==> src/rtl/cfgx_pkg.sv <==
// Shared widths, size codes and helpers for the configuration address translator.
// Assumes a 32-bit configuration address and a 32-bit data path.
package cfgx_pkg;
    localparam int ADDR_W    = 32;
    localparam int DATA_W    = 32;
    localparam int OFF_W     = 16;
    localparam int SEL_LSB   = 11;
    localparam int SEL_W     = ADDR_W - SEL_LSB;
    localparam int DEV_W     = $clog2(SEL_W);
    localparam int FUNC_W    = 3;
    localparam int REG_W     = 8;
    localparam int BUS_W     = 8;
    localparam int OFF_BIT   = 16;

    typedef enum logic [1:0] {
        SZ_BYTE = 2'd0,
        SZ_HALF = 2'd1,
        SZ_WORD = 2'd2,
        SZ_WRD2 = 2'd3
    } size_e;

    // All-ones read value for the given size code, upper bits zero.
    function automatic logic [DATA_W-1:0] size_ones(input logic [1:0] sz);
        logic [DATA_W-1:0] v;
        case (sz)
            SZ_BYTE: v = {{(DATA_W-8){1'b0}}, 8'hFF};
            SZ_HALF: v = {{(DATA_W-16){1'b0}}, 16'hFFFF};
            default: v = {DATA_W{1'b1}};
        endcase
        return v;
    endfunction
endpackage

==> src/rtl/cfgx_sel_enc.sv <==
// Lowest-set-bit encoder for the one-hot device-select field.
// Assumes any number of bits may be set; the lowest index wins.
// hit is low when the field is all zeros, and idx is then zero.
module cfgx_sel_enc #(
    parameter int IN_W  = 21,
    parameter int IDX_W = $clog2(IN_W)
) (
    input  logic [IN_W-1:0]  sel,
    output logic [IDX_W-1:0] idx,
    output logic             hit
);
    logic [IN_W-1:0] below_clear;

    // Flag per bit: every lower bit of the field is clear.
    genvar g;
    generate
        for (g = 0; g < IN_W; g++) begin : g_below
            if (g == 0) begin : g_first
                assign below_clear[g] = 1'b1;
            end else begin : g_rest
                assign below_clear[g] = ~|sel[g-1:0];
            end
        end
    endgenerate

    // Encode the single bit that is set with all lower bits clear.
    always_comb begin
        idx = '0;
        for (int i = 0; i < IN_W; i++) begin
            if (sel[i] && below_clear[i]) begin
                idx = IDX_W'(i);
            end
        end
    end

    assign hit = |sel;
endmodule

==> src/rtl/cfgx_word_fmt.sv <==
// Builds the enabled type-0 configuration word from bus, device,
// function and register numbers. Purely combinational.
module cfgx_word_fmt
    import cfgx_pkg::*;
(
    input  logic [BUS_W-1:0]  bus,
    input  logic [DEV_W-1:0]  dev,
    input  logic [FUNC_W-1:0] func,
    input  logic [REG_W-1:0]  regn,
    output logic [ADDR_W-1:0] word
);
    localparam int PAD_W = ADDR_W - 1 - BUS_W - DEV_W - FUNC_W - REG_W;

    // Pack the fields with the enable bit at the top.
    always_comb begin
        word = {1'b1, {PAD_W{1'b0}}, bus, dev, func, regn};
    end
endmodule

==> src/rtl/cfgx_abort_stat.sv <==
// Sticky received-abort bits: bit 0 master abort, bit 1 target abort.
// A clear request wins over a set arriving in the same cycle.
module cfgx_abort_stat (
    input  logic       clk,
    input  logic       rst_n,
    input  logic       clr,
    input  logic       set_master,
    input  logic       set_target,
    output logic [1:0] stat
);
    // Hold, set or clear the two status bits.
    always_ff @(posedge clk) begin
        if (!rst_n) begin
            stat <= 2'b00;
        end else if (clr) begin
            stat <= 2'b00;
        end else begin
            stat <= stat | {set_target, set_master};
        end
    end
endmodule

==> src/rtl/cfgx_translator.sv <==
// Configuration address translator, top level.
// Takes one access per req_valid cycle and answers one cycle later.
// Assumes the requester keeps at most one read outstanding, so a local
// all-ones answer and a downstream response never fall in the same cycle.
module cfgx_translator
    import cfgx_pkg::*;
(
    input  logic              clk,
    input  logic              rst_n,
    input  logic              req_valid,
    input  logic              req_write,
    input  logic [1:0]        req_size,
    input  logic [OFF_W-1:0]  req_off,
    input  logic [DATA_W-1:0] req_wdata,
    input  logic [31:0]       map_cfg,
    input  logic [BUS_W-1:0]  bus_num,
    input  logic              dn_rvalid,
    input  logic [DATA_W-1:0] dn_rdata,
    input  logic              mabort_set,
    input  logic              tabort_set,
    output logic              cfg_valid,
    output logic              cfg_write,
    output logic [ADDR_W-1:0] cfg_addr,
    output logic [1:0]        cfg_size,
    output logic [DATA_W-1:0] cfg_wdata,
    output logic              cfg_small,
    output logic              cfg_err,
    output logic              rsp_valid,
    output logic [DATA_W-1:0] rsp_data,
    output logic [1:0]        abort_stat
);
    logic [ADDR_W-1:0] eff_addr;
    logic              win_off;
    logic [DEV_W-1:0]  dev_num;
    logic              sel_hit;
    logic [ADDR_W-1:0] word;
    logic              do_issue;
    logic              do_err;
    logic              do_ones;

    // Effective address: upper half from the mapping word.
    always_comb begin
        eff_addr = {map_cfg[ADDR_W-OFF_W-1:0], req_off};
        win_off  = map_cfg[OFF_BIT];
    end

    cfgx_sel_enc #(.IN_W(SEL_W), .IDX_W(DEV_W)) u_enc (
        .sel (eff_addr[ADDR_W-1:SEL_LSB]),
        .idx (dev_num),
        .hit (sel_hit)
    );

    cfgx_word_fmt u_fmt (
        .bus  (bus_num),
        .dev  (dev_num),
        .func (eff_addr[SEL_LSB-1:REG_W]),
        .regn (eff_addr[REG_W-1:0]),
        .word (word)
    );

    // Classify the request: issue, error, or local all-ones answer.
    always_comb begin
        do_issue = req_valid && !win_off && sel_hit;
        do_err   = req_valid && !win_off && !sel_hit;
        do_ones  = req_valid && !req_write && (win_off || !sel_hit);
    end

    // Register the downstream request fields.
    always_ff @(posedge clk) begin
        if (!rst_n) begin
            cfg_valid <= 1'b0;
            cfg_write <= 1'b0;
            cfg_addr  <= '0;
            cfg_size  <= '0;
            cfg_wdata <= '0;
            cfg_small <= 1'b0;
        end else begin
            cfg_valid <= do_issue;
            if (do_issue) begin
                cfg_write <= req_write;
                cfg_addr  <= word;
                cfg_size  <= req_size;
                cfg_wdata <= req_wdata;
                cfg_small <= |req_off[1:0];
            end
        end
    end

    // One-cycle error pulse for a zero device select.
    always_ff @(posedge clk) begin
        if (!rst_n) begin
            cfg_err <= 1'b0;
        end else begin
            cfg_err <= do_err;
        end
    end

    // Read response: local all-ones answer or downstream data.
    always_ff @(posedge clk) begin
        if (!rst_n) begin
            rsp_valid <= 1'b0;
            rsp_data  <= '0;
        end else begin
            rsp_valid <= do_ones || dn_rvalid;
            if (do_ones) begin
                rsp_data <= size_ones(req_size);
            end else if (dn_rvalid) begin
                rsp_data <= dn_rdata;
            end
        end
    end

    cfgx_abort_stat u_stat (
        .clk        (clk),
        .rst_n      (rst_n),
        .clr        (cfg_valid),
        .set_master (mabort_set),
        .set_target (tabort_set),
        .stat       (abort_stat)
    );
endmodule

==> config.mk <==
export PLATFORM = sky130hd
export DESIGN_NAME = cfgx_translator
export DESIGN_NICKNAME = d
export VERILOG_FILES = /design/src/rtl/cfgx_pkg.sv /design/src/rtl/cfgx_sel_enc.sv /design/src/rtl/cfgx_word_fmt.sv /design/src/rtl/cfgx_abort_stat.sv /design/src/rtl/cfgx_translator.sv
export SDC_FILE = /design/constraint.sdc
export NUM_CORES = 1
export LEC_CHECK = 0
export CORE_MARGIN = 8
export CORE_UTILIZATION = 30
export CTS_BUF_LIST = sky130_fd_sc_hd__clkbuf_16
export DETAILED_ROUTE_END_ITERATION = 8
export GPL_ROUTABILITY_DRIVEN = 0
export PLACE_DENSITY = 0.64
export SLEW_MARGIN = 15
export SYNTH_ARGS = -nofsm -noshare
export SYNTH_HDL_FRONTEND = slang
export SYNTH_SLANG_ARGS = --single-unit
==> constraint.sdc <==
create_clock -name clk -period 5.55 [get_ports clk]
set_clock_uncertainty 0.2 [all_clocks]
set_input_delay 0.555 -clock clk [delete_from_list [all_inputs] [get_ports clk]]
set_output_delay 0.555 -clock clk [all_outputs]
set_load 0.005 [all_outputs]
* Word level (Yosys, flattened, before mapping)
Index checks and enable logic that the tools add are counted.
** Cells by class
- Multiplexer cells :: 23
- Bitwise logic cells :: 2
- Reductions and logical operators :: 74
- Eq/ne operators :: 1
** Operator list (number)
- 5-bit two-way mux :: 19
- 32-bit two-way mux :: 2
- 32-bit case mux with 2 select lines :: 1
- 1-bit logical AND :: 25
- 1-bit zero test :: 23
- 21-bit OR reduction :: 1
- 20-bit OR reduction :: 1
- 19-bit OR reduction :: 1
- 18-bit OR reduction :: 1
- 17-bit OR reduction :: 1
- 16-bit OR reduction :: 1
- 15-bit OR reduction :: 1
- 14-bit OR reduction :: 1
- 13-bit OR reduction :: 1
- 12-bit OR reduction :: 1
- 11-bit OR reduction :: 1
- 10-bit OR reduction :: 1
- 9-bit OR reduction :: 1
- 8-bit OR reduction :: 1
- 7-bit OR reduction :: 1
- 2-bit OR reduction :: 3
- 6-bit OR reduction :: 1
- 5-bit OR reduction :: 1
- 4-bit OR reduction :: 1
- other kinds (8) :: 9
** Storage, ports and cells
- Word-level logic and storage cells :: 110
- Input port bits :: 129
- Register bits after elaboration :: 98

* Longest topological paths before layout
- Depth in word-level cells :: 22
- Mapped depth :: 7

* By module
From an unflattened synthesis, not the netlist that was laid out.
** Second synthesis, totals
- Cell total of the unflattened synthesis :: 505
- Area total of the unflattened synthesis :: 4584.4 sq um
** Modules (own cells, without submodules)
- cfgx_translator :: seq. area each 2062.0 sq um, instances 1, cells an instance 418, area each 3961.3 sq um
- cfgx_sel_enc :: seq. area each 0.0 sq um, instances 1, cells an instance 46, area each 306.5 sq um
- cfgx_word_fmt :: seq. area each 0.0 sq um, instances 1, cells an instance 34, area each 247.7 sq um
- cfgx_abort_stat :: seq. area each 40.0 sq um, instances 1, cells an instance 7, area each 68.8 sq um

* Worst setup path before layout
Ideal clock, no wire load.
- Path kind :: input port to flip-flop
- From :: input port req_off[13]
- To :: register rsp_data[22]
- Data arrival time :: 2095 ps
- Path buffers :: 1
- Stages on the path :: 6
- Path slack :: 3136 ps
- Library setup time :: 118 ps
- Cell sequence :: or4_1 and4bb_4 a21oi_4 o31ai_4 buf_6 a21oi_2
** Between the ends
- Word-level cells in the longest chain between the ends :: 5
- Elaborated cells on any way between the ends :: 6
- Classes of those cells :: mux: 1; reduce/logical: 5
** Ends and longest elaborated chain
- start: declaration :: line cfgx_translator.sv:13 : input logic [OFF_W-1:0] req_off,
- 21-bit OR reduction * :: line cfgx_sel_enc.sv:36 : assign hit = |sel;
- 1-bit zero test * :: line cfgx_translator.sv:65 : do_ones = req_valid && !req_write && (win_off || !sel_hit);
- 1-bit logical OR * :: line cfgx_translator.sv:65
- 1-bit logical AND * :: line cfgx_translator.sv:65
- 32-bit two-way mux / 2-bit nonzero test (equally long branches)
- end signal: assignment :: line cfgx_translator.sv:106 : rsp_data <= size_ones(req_size);
- end signal: assignment :: line cfgx_translator.sv:108 : rsp_data <= dn_rdata;
- end: declaration :: line cfgx_translator.sv:29 : output logic [DATA_W-1:0] rsp_data,
Every way passes the cells marked *; elsewhere a longest branch is shown, timed or not.
A chain may end at the register's enable or synchronous reset.

* Worst setup path after layout
- From :: input port map_cfg[4]
- To :: register cfg_addr[14]
** Between the ends
- Word-level cells in the longest chain between the ends :: 14
- Elaborated cells on any way between the ends :: 48
- Classes of those cells :: mux: 12; reduce/logical: 36
** Ends and longest elaborated chain
- start: declaration :: line cfgx_translator.sv:15 : input logic [31:0] map_cfg,
- 10-bit OR reduction :: line cfgx_sel_enc.sv:21 : assign below_clear[g] = ~|sel[g-1:0];
- 1-bit zero test :: line cfgx_sel_enc.sv:21
- 1-bit logical AND :: line cfgx_sel_enc.sv:30 : if (sel[i] && below_clear[i]) begin
- 5-bit two-way mux (11 in series) :: line cfgx_sel_enc.sv:30
- end signal: assignment :: line cfgx_translator.sv:81 : cfg_addr <= word;
- end: declaration :: line cfgx_translator.sv:23 : output logic [ADDR_W-1:0] cfg_addr,
Several ways; a longest one is shown, not always the timed one.

==> results.md <==
* Core footprint at between 0.01 and 0.015 mm^2
* Root buf cell: clkbuf_16
* Worst Setup Start Kind: primary input
* DRC at 0
* Cell taking the most area after synthesis: dfxtp_1
* Finished Layout Cells at 812
* Worst setup EP type: flop
* Crit share post-route at 59.35%
* Post-CTS setup buffers at 0
* Slowest stage delay, CP at 0.73 ns
* Final Total Pwr at around 1700 uW
* WP data arrival at ~3.4 ns
* Avg WL per Cell at roughly 16 um
* Clock Latency Late Sink at 0.34 ns
* Headroom to the max-slew limit at 35.90%
* Final setup fails at 0
* Post-synth top area share at 48.98%
* Diode count at 0
* Count of cell types in the netlist at 44
* Mean post-synth cell area at about 9.1 um^2
* Max IR drop VDD at 0.1418 mV
* Grt total ovfl at 0
* Met2 Usage GRT at 23.80%
* Vias in the first global route at 3,826
* PD cells at approximately 260 mW/mm^2
* Initial Util at between 30% and 40%
* Die width at 131.5 um
* Port Buf Inserts at 211
* Yosys warns at 0
* CTS buffer count at 9
* Worst-path clk slew at 0.07 ns
* Cts hold-fix bufs at 0
* Critical path fanouts, max at 31
* # IOs at 234
* DR vias/cell at 4.654
* Core Rows at 42
* Post-Syn Instances at 441
* Crit Path Category: in -> reg
* Area contributors post-synth: dfxtp_1, nand3_1, mux2i_1
* Max Cap Violations at 0
* Area Growth Syn to Fin at 61.51%
* Number of antenna violations at the first check in global routing at 0
* Type of the tightest min-delay check: reg -> reg
* RSZ-0062 raised after global routing: false
* GR met3 Demand/Resource at 6.593%
* Dpl hpwl at 9.705 mm
* Slowest CP cell: o21ai_4
* Max Clk Rate at roughly 300 MHz
* Layout cells sized above 1 at around 8.0%
* Final Hold Viols at 0
* H-tree depth at 3
* Largest net degree at the start of global routing at 66
* Run status: finished clean
* DRT Wirelength at 12.94 mm
* Worst-case clock buffer depth at 2
* CTS tree: built
* Die area at 0.01730 mm^2
* Static leakage at 0.002638 uW
* Yosys reg bits at 98
* Post-CTS Resized at 0
* Initial detailed-routing violation count at 139
* Worst-margin pin slew at 0.9615 ns
* Die Height at 131.5 um
* Vias at 3,779
* DP Cell Count at 796
* Pre-Repair DR Iteration Count at 4
* Hold_ws at between 0.2 and 0.25 ns
* First-pass GRT wire length at 20.82 mm
* Setup TNS at 0 ns
* GRT Total Usage at 14.72%
* Slew Viols, Final at 0
* Fin nets at 760
* Clk sink count at 98
* GR peak layer: met2
* Post-route minimum period at 3.294 ns
* Crit-path cells: clkdlybuf4s50_1 > nor4_1 > nand4bb_1 > o21ai_4 > buf_4 > a32oi_1 > nor2b_1
* Worst EP required at 5.63 ns
* Seq/Total Area, Yosys at 48.98%
* Post-Syn Area at roughly 0.0040 mm^2
* Post-route ant nets at 0
* Grt met1 use at 17.10%
## synth_stat cells (all sizes together)
master   instances
a211oi           1
a21boi           9
a21oi           32
a221oi           1
a31oi            2
a32o             1
a32oi            2
and4bb           1
buf             25
clkbuf          17
conb             1
dfxtp           98
inv              6
mux2i           32
nand2           59
nand2b           3
nand3          109
nand4            1
nand4bb          1
nor2            13
nor2b            2
nor3             2
nor4             3
o211a            1
o211ai           1
o21a             1
o21ai            5
o21bai           1
o221a            1
o31ai            4
o41ai            1
or2              1
or2b             1
or4              3
## logic make-up after synthesis
group / synth area share [%]
muxes: 7.998
DFF: 48.98
buffers and inverters: 6.310
AOI/OAI and AO/OA: 12.84
and+or+nand+nor: 23.77
other: 0.09363
## area by class of cell
type / instances / area [um^2]
well taps: 176 / 220.2
fillers: 1247 / 6669
clock buffers: 9 / 225.2
multi-input cells: 301 / 1836
repair buffers: 215 / 2135
inverters: 6 / 22.52
clock inverters: 7 / 68.82
flip-flops and latches: 98 / 1962
## cells in the final DEF (no fill, tap or decap), drive strengths merged, types with 5 or more instances in the layout
cell and instances:
clkdlybuf4s50 209, nand3 109, dfxtp 98, nand2 59, mux2i 32, a21oi 32
nor2 13, clkbuf 9, a21boi 9, inv 8, conb 7, buf 6
o21ai 5
## where the power goes
part | total, uW | switching (uW) | internal [uW]
logic | 289 | 113 | 176
registers | 764 | 19.7 | 745
clock network | 614 | 266 | 348
## registers in the layout (all words and copies together), names as in the netlist
signal	flops
cfg_addr	25
cfg_err	1
cfg_size	2
cfg_small	1
cfg_valid	1
cfg_wdata	32
cfg_write	1
rsp_data	32
rsp_valid	1
u_stat.stat	2
## layer usage
metal / wire length, um / part of all wire (%)
met3: 1180 / 9.1
met5: 0 / 0
met4: 148 / 1.1
met2: 5956 / 46
met1: 5657 / 44
## path summary, 6_finish.rpt
check / startpoint / end / slack (ns) / cells past startpoint
worst min-delay path: cfg_wdata[3]$_SDFFE_PN0P_ / cfg_wdata[3]$_SDFFE_PN0P_ / 0.25 / 2
worst max-delay path: map_cfg[4] / cfg_addr[14]$_SDFFE_PN0P_ / 2.26 / 7
worst max register to register: cfg_addr[11]$_SDFFE_PN0P_ / cfg_addr[11]$_SDFFE_PN0P_ / 4.45 / 4
worst min register to register: cfg_wdata[3]$_SDFFE_PN0P_ / cfg_wdata[3]$_SDFFE_PN0P_ / 0.25 / 2
## through the flow
step	setup slack (ns)	cell area, um^2	util (%)
after CTS	2.264	6469	49.24
after detailed placement	1.897	6175	47.00
after floorplan	3.136	4028	-
after global placement	1.929	6175	47.00
final	2.256	6469	49.24
after global routing	2.018	6469	49.24
## worst max-delay path: cells and delay by family
family	cells	cell delay, ns
AO/OA/AOI/OAI	2	0.83
buffers and inverters	2	0.92
AND/OR/NAND/NOR	3	1.05
Power figures use the tool's default switching activity.
